**src/rtl/lcd_seq_pkg.sv**
```systemverilog
package lcd_seq_pkg;

    localparam int ADDR_W = 3;
    localparam int DATA_W = 8;
    localparam int MS_W   = 6;
    localparam int STEP_W = 5;

    // register map of the timing generator
    localparam logic [ADDR_W-1:0] A_RES   = 3'd0;
    localparam logic [ADDR_W-1:0] A_PHASE = 3'd1;
    localparam logic [ADDR_W-1:0] A_PWR0  = 3'd3;
    localparam logic [ADDR_W-1:0] A_PWR1  = 3'd4;
    localparam logic [ADDR_W-1:0] A_PANEL = 3'd6;
    localparam logic [ADDR_W-1:0] A_POL   = 3'd7;

    // program entry points
    localparam logic [STEP_W-1:0] P_FULL  = 5'd0;
    localparam logic [STEP_W-1:0] P_PHASE = 5'd15;
    localparam logic [STEP_W-1:0] P_RES   = 5'd18;
    localparam logic [STEP_W-1:0] P_SUSP  = 5'd20;

    localparam logic [DATA_W-1:0] COMV_DEFAULT = 8'd125;
    localparam logic [DATA_W-1:0] PHASE_QVGA   = 8'h13;

    typedef enum logic [1:0] {OP_WR, OP_WAIT, OP_DAC, OP_END} op_e;

    typedef struct packed {
        op_e               op;
        logic [ADDR_W-1:0] addr;
        logic [DATA_W-1:0] data;
    } step_t;

    typedef enum logic [1:0] {S_IDLE, S_RUN, S_DAC, S_HOLD} st_e;

    typedef struct packed {
        st_e               st;
        logic [STEP_W-1:0] step;
        logic              brief;
        logic              ready;
        logic [DATA_W-1:0] ph;
        logic [DATA_W-1:0] res;
        logic [DATA_W-1:0] comv;
    } ctl_t;

endpackage

```
**src/rtl/lcd_seq_timer.sv**
```systemverilog
module lcd_seq_timer #(
    parameter int CLK_KHZ = 125000,
    parameter int MS_W    = 6
) (
    input  logic            clk,
    input  logic            rst_n,
    input  logic            start,
    input  logic [MS_W-1:0] ms,
    output logic            expire
);
    localparam int CNT_W = $clog2(CLK_KHZ + 1);
    localparam logic [CNT_W-1:0] CYC_TOP = CNT_W'(CLK_KHZ - 1);

    typedef struct packed {
        logic             busy;
        logic [CNT_W-1:0] cyc;
        logic [MS_W-1:0]  left;
    } tmr_t;

    tmr_t q, d;

    always_comb begin
        d      = q;
        expire = q.busy && (q.cyc == '0) && (q.left == '0);
        if (start) begin
            d.busy = 1'b1;
            d.cyc  = CYC_TOP;
            d.left = ms - 1'b1;
        end else if (q.busy) begin
            if (q.cyc != '0) begin
                d.cyc = q.cyc - 1'b1;
            end else if (q.left == '0) begin
                d.busy = 1'b0;
            end else begin
                d.left = q.left - 1'b1;
                d.cyc  = CYC_TOP;
            end
        end
    end

    always_ff @(posedge clk or negedge rst_n) begin
        if (!rst_n) q <= '0;
        else        q <= d;
    end
endmodule

```
**src/rtl/lcd_seq_prog.sv**
```systemverilog
module lcd_seq_prog
    import lcd_seq_pkg::*;
(
    input  logic [STEP_W-1:0] step,
    input  logic [DATA_W-1:0] ph,
    input  logic [DATA_W-1:0] res,
    input  logic [DATA_W-1:0] comv,
    output step_t             cur,
    output logic [DATA_W-1:0] dac_base
);
    function automatic step_t mk(op_e op, logic [ADDR_W-1:0] a, logic [DATA_W-1:0] v);
        step_t s;
        s.op   = op;
        s.addr = a;
        s.data = v;
        return s;
    endfunction

    always_comb begin
        dac_base = 8'h00;
        case (step)
            // power-up
            5'd0:  cur = mk(OP_WR,   A_PANEL, 8'h1F);
            5'd1:  cur = mk(OP_WR,   A_PWR0,  8'h03);
            5'd2:  cur = mk(OP_WR,   A_PWR1,  8'h00);
            5'd3:  cur = mk(OP_WR,   A_PWR1,  8'h04);
            5'd4:  cur = mk(OP_WAIT, 3'd0,    8'd3);
            5'd5:  cur = mk(OP_WR,   A_PWR0,  8'h07);
            5'd6:  cur = mk(OP_WR,   A_PANEL, 8'h09);
            5'd7:  begin cur = mk(OP_DAC, 3'd0, comv); dac_base = 8'h04; end
            5'd8:  cur = mk(OP_WR,   A_PWR0,  8'h17);
            5'd9:  cur = mk(OP_WR,   A_PWR1,  8'h06);
            5'd10: cur = mk(OP_WAIT, 3'd0,    8'd2);
            5'd11: cur = mk(OP_WR,   A_PANEL, 8'h01);
            5'd12: cur = mk(OP_WR,   A_PWR0,  8'h1F);
            5'd13: cur = mk(OP_WR,   A_PWR1,  8'h07);
            5'd14: cur = mk(OP_WR,   A_PANEL, 8'h00);
            5'd15: cur = mk(OP_WR,   A_PHASE, ph);
            5'd16: cur = mk(OP_WR,   A_POL,   8'h00);
            5'd17: cur = mk(OP_WAIT, 3'd0,    8'd1);
            5'd18: cur = mk(OP_WR,   A_RES,   res);
            5'd19: cur = mk(OP_END,  3'd0,    8'h00);
            // power-down
            5'd20: cur = mk(OP_WAIT, 3'd0,    8'd34);
            5'd21: cur = mk(OP_WR,   A_PWR1,  8'h06);
            5'd22: cur = mk(OP_WR,   A_PANEL, 8'h08);
            5'd23: cur = mk(OP_WR,   A_PWR0,  8'h14);
            5'd24: begin cur = mk(OP_DAC, 3'd0, 8'h00); dac_base = 8'h14; end
            5'd25: cur = mk(OP_WR,   A_PWR1,  8'h04);
            5'd26: cur = mk(OP_WR,   A_PWR0,  8'h04);
            5'd27: cur = mk(OP_WR,   A_PANEL, 8'h1E);
            5'd28: cur = mk(OP_WR,   A_PWR0,  8'h00);
            5'd29: cur = mk(OP_WR,   A_PWR1,  8'h00);
            default: cur = mk(OP_END, 3'd0,   8'h00);
        endcase
    end
endmodule

```
**src/rtl/lcd_pwr_seq.sv**
```systemverilog
module lcd_pwr_seq
    import lcd_seq_pkg::*;
#(
    parameter int CLK_KHZ = 125000
) (
    input  logic              clk,
    input  logic              rst_n,
    input  logic              init_req,
    input  logic              susp_req,
    input  logic              mode_vga,
    input  logic [3:0]        phase_trim,
    input  logic              phase_vld,
    input  logic [DATA_W-1:0] comv_val,
    input  logic              comv_vld,
    output logic              reg_wr,
    output logic [ADDR_W-1:0] reg_addr,
    output logic [DATA_W-1:0] reg_data,
    output logic              dac_start,
    output logic [DATA_W-1:0] dac_base,
    output logic [DATA_W-1:0] dac_level,
    input  logic              dac_busy,
    output logic              done,
    output logic              panel_ready
);
    ctl_t  q, d;
    step_t cur;
    logic  tmr_start, tmr_expire;

    lcd_seq_prog u_prog (
        .step     (q.step),
        .ph       (q.ph),
        .res      (q.res),
        .comv     (q.comv),
        .cur      (cur),
        .dac_base (dac_base)
    );

    lcd_seq_timer #(.CLK_KHZ(CLK_KHZ), .MS_W(MS_W)) u_tmr (
        .clk    (clk),
        .rst_n  (rst_n),
        .start  (tmr_start),
        .ms     (cur.data[MS_W-1:0]),
        .expire (tmr_expire)
    );

    always_comb begin
        d         = q;
        reg_wr    = 1'b0;
        dac_start = 1'b0;
        tmr_start = 1'b0;
        done      = 1'b0;
        case (q.st)
            S_IDLE: begin
                if (init_req) begin
                    d.st    = S_RUN;
                    d.brief = q.ready;
                    d.step  = q.ready ? P_PHASE : P_FULL;
                    d.res   = mode_vga ? 8'h00 : 8'h01;
                    d.comv  = comv_vld ? comv_val : COMV_DEFAULT;
                    if (!mode_vga)      d.ph = PHASE_QVGA;
                    else if (phase_vld) d.ph = {3'b000, phase_trim, 1'b1};
                    else                d.ph = 8'h01;
                end else if (susp_req) begin
                    d.st    = S_RUN;
                    d.brief = 1'b0;
                    d.step  = P_SUSP;
                end
            end
            S_RUN: begin
                case (cur.op)
                    OP_WR: begin
                        reg_wr = 1'b1;
                        d.step = (q.brief && q.step == P_PHASE) ? P_RES : q.step + 1'b1;
                    end
                    OP_WAIT: begin
                        tmr_start = 1'b1;
                        d.st      = S_HOLD;
                    end
                    OP_DAC: begin
                        dac_start = 1'b1;
                        d.st      = S_DAC;
                    end
                    default: begin
                        done    = 1'b1;
                        d.st    = S_IDLE;
                        d.ready = (q.step < P_SUSP);
                    end
                endcase
            end
            S_HOLD: begin
                if (tmr_expire) begin
                    d.st   = S_RUN;
                    d.step = q.step + 1'b1;
                end
            end
            default: begin
                if (!dac_busy) begin
                    d.st   = S_RUN;
                    d.step = q.step + 1'b1;
                end
            end
        endcase
    end

    always_ff @(posedge clk or negedge rst_n) begin
        if (!rst_n) q <= '0;
        else        q <= d;
    end

    assign reg_addr    = cur.addr;
    assign reg_data    = cur.data;
    assign dac_level   = cur.data;
    assign panel_ready = q.ready;
endmodule

```
**config.mk**
```make
export PLATFORM = sky130hd
export DESIGN_NAME = lcd_pwr_seq
export DESIGN_NICKNAME = d
export VERILOG_FILES = /design/src/rtl/lcd_seq_pkg.sv /design/src/rtl/lcd_seq_timer.sv /design/src/rtl/lcd_seq_prog.sv /design/src/rtl/lcd_pwr_seq.sv
export SDC_FILE = /design/constraint.sdc
export NUM_CORES = 1
export LEC_CHECK = 0
export CAP_MARGIN = 20
export CORE_AREA = 5 5 85 87
export CTS_CLUSTER_DIAMETER = 100
export DETAILED_ROUTE_END_ITERATION = 10
export DIE_AREA = 0 0 90 92
export PLACE_DENSITY = 0.79
export RECOVER_POWER = 50
export SLEW_MARGIN = 20
export SYNTH_ARGS = -nofsm -noshare
export SYNTH_HDL_FRONTEND = slang
export SYNTH_SLANG_ARGS = --single-unit
```
**constraint.sdc**
```tcl
create_clock -name clk -period 9.4 [get_ports clk]
set_input_delay 1.88 -clock clk [delete_from_list [all_inputs] [get_ports clk]]
set_output_delay 1.88 -clock clk [all_outputs]
set_load 0.02 [all_outputs]
```
==> flow_metrics.env, run 1 <==
export IMPL_run_status="complete, but fails checks"
export IMPL_violations="capacitance limit, slew limit"
export IMPL_timing_rr_end="u_tmr.q[19]$_DFFE_PN0P_"
export IMPL_critical_path_class="flip-flop to primary output"
export IMPL_async_flop_share_pct=100
export IMPL_cap_violations=1
export IMPL_crit_path_start_kind="flip-flop"
export IMPL_clock_skew_ns=0.00849
export IMPL_track_usage_pct=19.5
export IMPL_via_per_inst=5.84
export IMPL_synth_cell_types=64
export IMPL_diodes=0
export IMPL_dp_hpwl_um=5980
export IMPL_rr_worst_depth=12
export IMPL_cts_sinks=47
export IMPL_setup_viol=0
export IMPL_worstPathCellList="inv_1, ha_1, a32o_1, a2111oi_0, inv_1, clkdlybuf4s50_1"
export IMPL_drt_iter0_markers=188
export IMPL_grt_ovfl_total=0
export IMPL_placed_area_um2=3720
export IMPL_cts_root_buffer="clkbuf_8"
export IMPL_hold_buffers=0
export IMPL_ant_nets=0
export IMPL_holdPathStages=2
export IMPL_slowest_stage="dfrtp_1"
export IMPL_grt_pass1_wl_um=13500
export IMPL_port_buffers=44
export IMPL_wl_um=8090
export IMPL_cts_tree="yes"
export IMPL_vias=2990
export IMPL_max_freq_ghz=0.183
export IMPL_syn_instance_count=411
export IMPL_ctsResizeCount=0
export IMPL_layout_drive_gt1_share_pct=5.29
export IMPL_tns_ns=0
export IMPL_top_layer="met4"
export IMPL_grt_max_degree=48
export IMPL_final_nets=467
export IMPL_cpPeakStageDelay_ns=0.82
export IMPL_p_per_area_nw_per_um2=388
export IMPL_worst_slew_pin_transition_ns=2.56
export IMPL_initial_core_util_pct=54.0
export IMPL_die_height_um=92
export IMPL_hold_viol=0
export IMPL_endpoint_kind="primary output"
export IMPL_rows=29
export IMPL_report_final_slew_viol_count=48
export IMPL_cp_num_buf_inv=3
export IMPL_post_cts_buffers=0
export IMPL_peakVddDrop_uv=264
export IMPL_grt_antenna_before_repair=0
export IMPL_timing_final_crit_share_pct=58.2
export IMPL_grt_pass1_vias=2730
export IMPL_p_leak_nw=1.61
export IMPL_worstPathArrival_ns=3.59
export IMPL_hold_path_class="flip-flop to flip-flop"
export IMPL_fin_area_um2=3810
export IMPL_wl_met3_um=465
export IMPL_coreArea_um2=6280
export IMPL_synth_area_um2=3390
export IMPL_htreeDepth=2
export IMPL_r2r_start="q[28]$_DFFE_PN0P_"
export IMPL_yosys_warnings=0
export IMPL_routedWlPerCell_um=15.8
export IMPL_startpoint="q[30]$_DFFE_PN0P_"
export IMPL_wl_met2_um=3870
export IMPL_grt_setup_unrepaired="no"
export IMPL_clk_pin_slew_ns=0.09
export IMPL_min_delay_start="q[6]$_DFFE_PN0P_"
export IMPL_route_detailed_drc=0
export IMPL_synth_seq_cells=47
export IMPL_required_ns=7.52
export IMPL_die_width_um=90
export IMPL_ys_flop_type="dfrtp_1"
export IMPL_syn_avg_cell_area_um2=8.25
export IMPL_r2r_setup_slack_ns=5.46
export IMPL_fp_dieArea_um2=8280
export IMPL_cp_max_fo=25
export IMPL_cts_buffers=5
export IMPL_hold_path_end="q[6]$_DFFE_PN0P_"
export IMPL_ios=51
export IMPL_place_gp_congestion=0.919
export IMPL_cpLargestDelayFamily="buffers and inverters"
export IMPL_yosysSeqAreaShare_pct=34.7
export IMPL_clk_latency_ns=0.31
export IMPL_synth_edf_count=0
export IMPL_dr_pass1_iters=5
export IMPL_period_needed_ns=5.47
export IMPL_slew_headroom_pct=-70.7
export IMPL_cts_buffer_depth=2
export IMPL_wirelength_met1_um=3600
export IMPL_syn_to_final_growth_pct=12.4
export IMPL_crit_top_cell="inv_1"
-- tightest hold or removal path, cell delays in order, from the launching register on --
cell and delay, ns:
dfrtp_1 0.35, nand2_1 0.04, o21ai_0 0.06
-- how the worst max path moves through the flow --
stage / cells after the start / endpoint / slack (ns)
after detailed placement: 6 / dac_level[3] / 4.39
after global placement: 6 / reg_data[3] / 4.41
after floorplan: 9 / reg_data[3] / 5.05
after CTS: 6 / dac_level[3] / 4.02
after global routing: 9 / reg_wr / 3.71
final: 6 / dac_level[3] / 3.93
-- metrics by stage --
step / total power [mW] / setup slack (ns) / cells / hold WS [ns] / util, %
3_3_place_gp: 1.32 / 4.41 / 504 / 0.458 / 59.2
6_report: 1.48 / 3.93 / 512 / 0.481 / 60.7
5_1_grt: 1.61 / 3.71 / 512 / 0.517 / 60.7
4_1_cts: 1.48 / 4.02 / 512 / 0.485 / 60.8
2_1_floorplan: 1.09 / 5.05 / 416 / 0.435 / -
3_5_place_dp: 1.35 / 4.39 / 504 / 0.463 / 59.2
-- synth_stat cells (4+ instances only) --
library cell / count / area [um^2]
a31oi_1: 11 / 68.8
and2_1: 7 / 43.8
nand2_1: 58 / 218
o211ai_1: 4 / 30.0
clkbuf_1: 7 / 26.3
xnor2_1: 6 / 52.6
ha_1: 13 / 163
nor2_1: 34 / 128
buf_4: 15 / 113
nand2b_1: 10 / 62.6
inv_1: 18 / 67.6
a22o_1: 5 / 43.8
o21ai_0: 32 / 160
a21oi_1: 27 / 135
nor2b_1: 13 / 81.3
nor3_1: 13 / 65.1
mux2i_1: 4 / 40.0
dfrtp_1: 47 / 1180
nand3_1: 10 / 50.1
buf_2: 6 / 30.0
-- registers in the layout, summed over array words and instances, names as in the netlist --
name / flops
u_tmr.q: 24
panel_ready: 1
q: 22
-- cell families after synthesis --
group                    Yosys count  synth area share (%)
AND/OR/NAND/NOR                  173                  26.7
multiplexers                       5                  1.51
AO/OA/AOI/OAI                    111                  21.1
other                              1                 0.111
XOR/XNOR                           9                  2.32
adder cells (fa/ha/maj)           13                  4.80
buffers and inverters             52                  8.82
flip-flops                        47                  34.7
-- per-layer routing --
metal | track usage, % | vias up
met5 | 0 | -
met4 | 6.58 | 0
met3 | 3.19 | 14
met2 | 31.3 | 108
met1 | 26.9 | 1386
li1 | - | 1482
-- placed cells by master (no fill, tap or decap), types with 3 or more instances in the layout --
cell,netlist,routed
mux2i_1,4,4
nand2b_1,10,10
xnor2_1,6,6
a21oi_1,27,27
o211ai_1,4,4
o221ai_1,3,3
o31ai_1,3,3
nand3b_1,3,3
conb_1,1,6
clkdlybuf4s50_1,0,42
nand2_1,58,58
o21ai_0,32,32
inv_1,18,18
a22o_1,5,5
xor2_1,3,3
nor4_1,3,3
or2_2,3,3
ha_1,13,13
a211oi_1,3,3
nor2b_1,13,13
nand3_1,10,10
nor3_1,13,13
clkbuf_8,0,6
nor2_1,34,34
a21o_1,3,3
a221oi_1,3,3
dfrtp_1,47,47
a31oi_1,11,11
and2_1,7,6
-- layout make-up --
class / count / area (um^2)
fill: 555 / 2470
multi-input combinational: 317 / 1930
sequential: 47 / 1180
timing repair buffer: 45 / 439
tap: 77 / 96.3
clock buffer: 6 / 82.6
inverter: 18 / 67.6
clock inverter: 2 / 13.8
-- power by group --
group,leakage [nW],total [mW],internal (mW),switching (mW)
Sequential,0.561,0.410,0.291,0.118
Combinational,1.00,0.935,0.401,0.534
Clock,0.0516,0.135,0.0603,0.0744
Total,1.61,1.48,0.753,0.727
Power figures use the tool's default switching activity.
==> run 2, diff against run 1 <==
Clock period 9.4 ns to 5.2 ns, I/O delays scaled along.
==> run 2 against run 1 <==
  * Utilization grew 0.40 points
  * Largest power group unchanged
  * Global-route usage grew 0.21 points
  * Design area grew 0.66%
  * Routed wire length grew 1.3%
  * Non-clock buffer count is the same
  * Clock power grew 110%
  * The run still ends with capacitance limit, slew limit left
  * Die area is the same
  * Sequential share of layout area shrank 0.20 points
  * Critical path depth grew 3
  * Sequential power grew 81%
==> flow_metrics.env, run 2 (synthesized netlist as in run 1, its figures left out) <==
export IMPL_report_final_slew_viol_count=48
export IMPL_worst_slew_pin_transition_ns=2.58
export IMPL_cpPeakStageDelay_ns=0.77
export IMPL_final_cells=512
export IMPL_r2r_setup_slack_ns=1.19
export IMPL_dp_cells=504
export IMPL_peakVddDrop_uv=441
export IMPL_worstPathArrival_ns=3.55
export IMPL_critical_path_class="flip-flop to primary output"
export IMPL_fill_cells=557
export IMPL_die_width_um=90
export IMPL_max_freq_ghz=0.218
export IMPL_cap_violations=1
export IMPL_wl_um=8200
export IMPL_place_gp_congestion=0.918
export IMPL_initial_core_util_pct=54.0
export IMPL_run_status="complete, but fails checks"
export IMPL_r2r_start="q[28]$_DFFE_PN0P_"
export IMPL_diodes=0
export IMPL_coreArea_um2=6280
export IMPL_grt_setup_unrepaired="no"
export IMPL_cts_buffers=5
export IMPL_timing_final_crit_share_pct=88.3
export IMPL_ctsResizeCount=0
export IMPL_cp_max_fo=22
export IMPL_clk_latency_ns=0.31
export IMPL_required_ns=4.16
export IMPL_grt_antenna_before_repair=0
export IMPL_hold_worst_slack_ns=0.479
export IMPL_dr_pass1_iters=5
export IMPL_violations="capacitance limit, slew limit"
export IMPL_period_needed_ns=4.59
export IMPL_endpoint="reg_wr"
export IMPL_timing_rr_end="u_tmr.q[19]$_DFFE_PN0P_"
export IMPL_top_register="u_tmr.q"
export IMPL_endpoint_kind="primary output"
export IMPL_htreeDepth=2
export IMPL_cts_tree="yes"
export IMPL_dp_hpwl_um=6040
export IMPL_ios=51
export IMPL_rr_worst_depth=12
export IMPL_seqCellArea_um2=1180
export IMPL_post_cts_buffers=0
export IMPL_setup_viol=0
export IMPL_layout_commonest_cell="nand2_1"
export IMPL_via_per_inst=6.00
export IMPL_worstPathCellList="nor2b_1, nor3b_1, o21ai_0, o31ai_1, o2111a_1, a221oi_1, ha_1, and2_1, clkdlybuf4s50_1"
export IMPL_hold_path_class="flip-flop to flip-flop"
export IMPL_path_depth=9
export IMPL_cts_root_buffer="clkbuf_8"
export IMPL_cts_buffer_depth=2
export IMPL_slowest_stage="dfrtp_1"
export IMPL_rows=29
export IMPL_cpLargestDelayFamily="compound AO/OA/AOI/OAI gates"
export IMPL_grt_pass1_wl_um=13900
export IMPL_cp_num_buf_inv=1
export IMPL_grt_pass1_vias=2885
export IMPL_grt_max_degree=48
export IMPL_layout_drive_gt1_share_pct=5.29
export IMPL_routedWlPerCell_um=16.0
export IMPL_largest_reg_flops=24
export IMPL_fin_area_um2=3830
export IMPL_final_nets=467
export IMPL_syn_to_final_growth_pct=13.1
export IMPL_tns_ns=0
export IMPL_startpoint="q[28]$_DFFE_PN0P_"
export IMPL_hold_viol=0
export IMPL_layout_common_cells="58 x nand2_1, 47 x dfrtp_1, 41 x clkdlybuf4s50_1, 34 x nor2_1, 32 x o21ai_0"
export IMPL_p_per_area_nw_per_um2=711
export IMPL_crit_path_start_kind="flip-flop"
export IMPL_ant_nets=0
export IMPL_hold_buffers=0
export IMPL_clk_pin_slew_ns=0.09
export IMPL_vias=3074
export IMPL_placed_area_um2=3720
export IMPL_fp_dieArea_um2=8280
export IMPL_track_usage_pct=19.7
export IMPL_grt_ovfl_total=0
export IMPL_slew_headroom_pct=-71.9
export IMPL_die_height_um=92
export IMPL_clock_skew_ns=0.00648
export IMPL_multi_input_area_um2=1930
export IMPL_port_buffers=44
export IMPL_cts_sinks=47
export IMPL_p_leak_nw=1.62
export IMPL_route_detailed_drc=0
export IMPL_drt_iter0_markers=207
[run 2: changes by cell type in the layout (fill, tap and decap cells not counted), sizes merged]
cell | previous run | this run
dlygate4sd3 | 1 | 2
clkinv | 1 | 0
clkdlybuf4s50 | 42 | 41
bufinv | 0 | 1
[run 2: per-layer routing]
metal / routed length [um] / track usage, %
met1: 3610 / 26.2
met3: 453 / 3.93
met4: 74 / 4.84
met5: 0 / 0
met2: 4060 / 33.2
[run 2: how the worst min path moves through the flow]
stage / from / cells after the start / to
2_1_floorplan: q[16]$_DFFE_PN0P_ / 1 / q[16]$_DFFE_PN0P_
6_report: q[6]$_DFFE_PN0P_ / 2 / q[6]$_DFFE_PN0P_
4_1_cts: q[7]$_DFFE_PN0P_ / 2 / q[7]$_DFFE_PN0P_
3_5_place_dp: q[7]$_DFFE_PN0P_ / 2 / q[7]$_DFFE_PN0P_
5_1_grt: q[7]$_DFFE_PN0P_ / 2 / q[7]$_DFFE_PN0P_
3_3_place_gp: q[6]$_DFFE_PN0P_ / 2 / q[6]$_DFFE_PN0P_
[run 2: through the flow]
step | setup slack, ns | util [%] | total power [mW]
2_1_floorplan | 1.69 | - | 1.97
3_3_place_gp | 1.08 | 59.2 | 2.39
3_5_place_dp | 0.990 | 59.2 | 2.43
4_1_cts | 0.633 | 61.2 | 2.73
5_1_grt | 0.308 | 61.1 | 2.96
6_report | 0.608 | 61.1 | 2.73
[run 2: worst min-delay path, delay by kind of cell (launching register included)]
family          cells  cell delay, ns
flops               1            0.35
compound gates      1            0.06
simple gates        1            0.04
[run 2: cell type report]
cell class	count	area share, %
clock buffers	6	2.15
clock inverters	2	1.01
inverters	18	1.76
multi-input cells	317	50.4
flip-flops and latches	47	30.7
well taps	77	2.51
repair buffers	45	11.5
[run 2: report_power, final]
group / total [mW] / internal (mW) / switching, mW / leakage [nW]
clock network: 0.290 / 0.158 / 0.132 / 0.0618
registers: 0.743 / 0.527 / 0.216 / 0.561
logic: 1.69 / 0.723 / 0.971 / 1.00
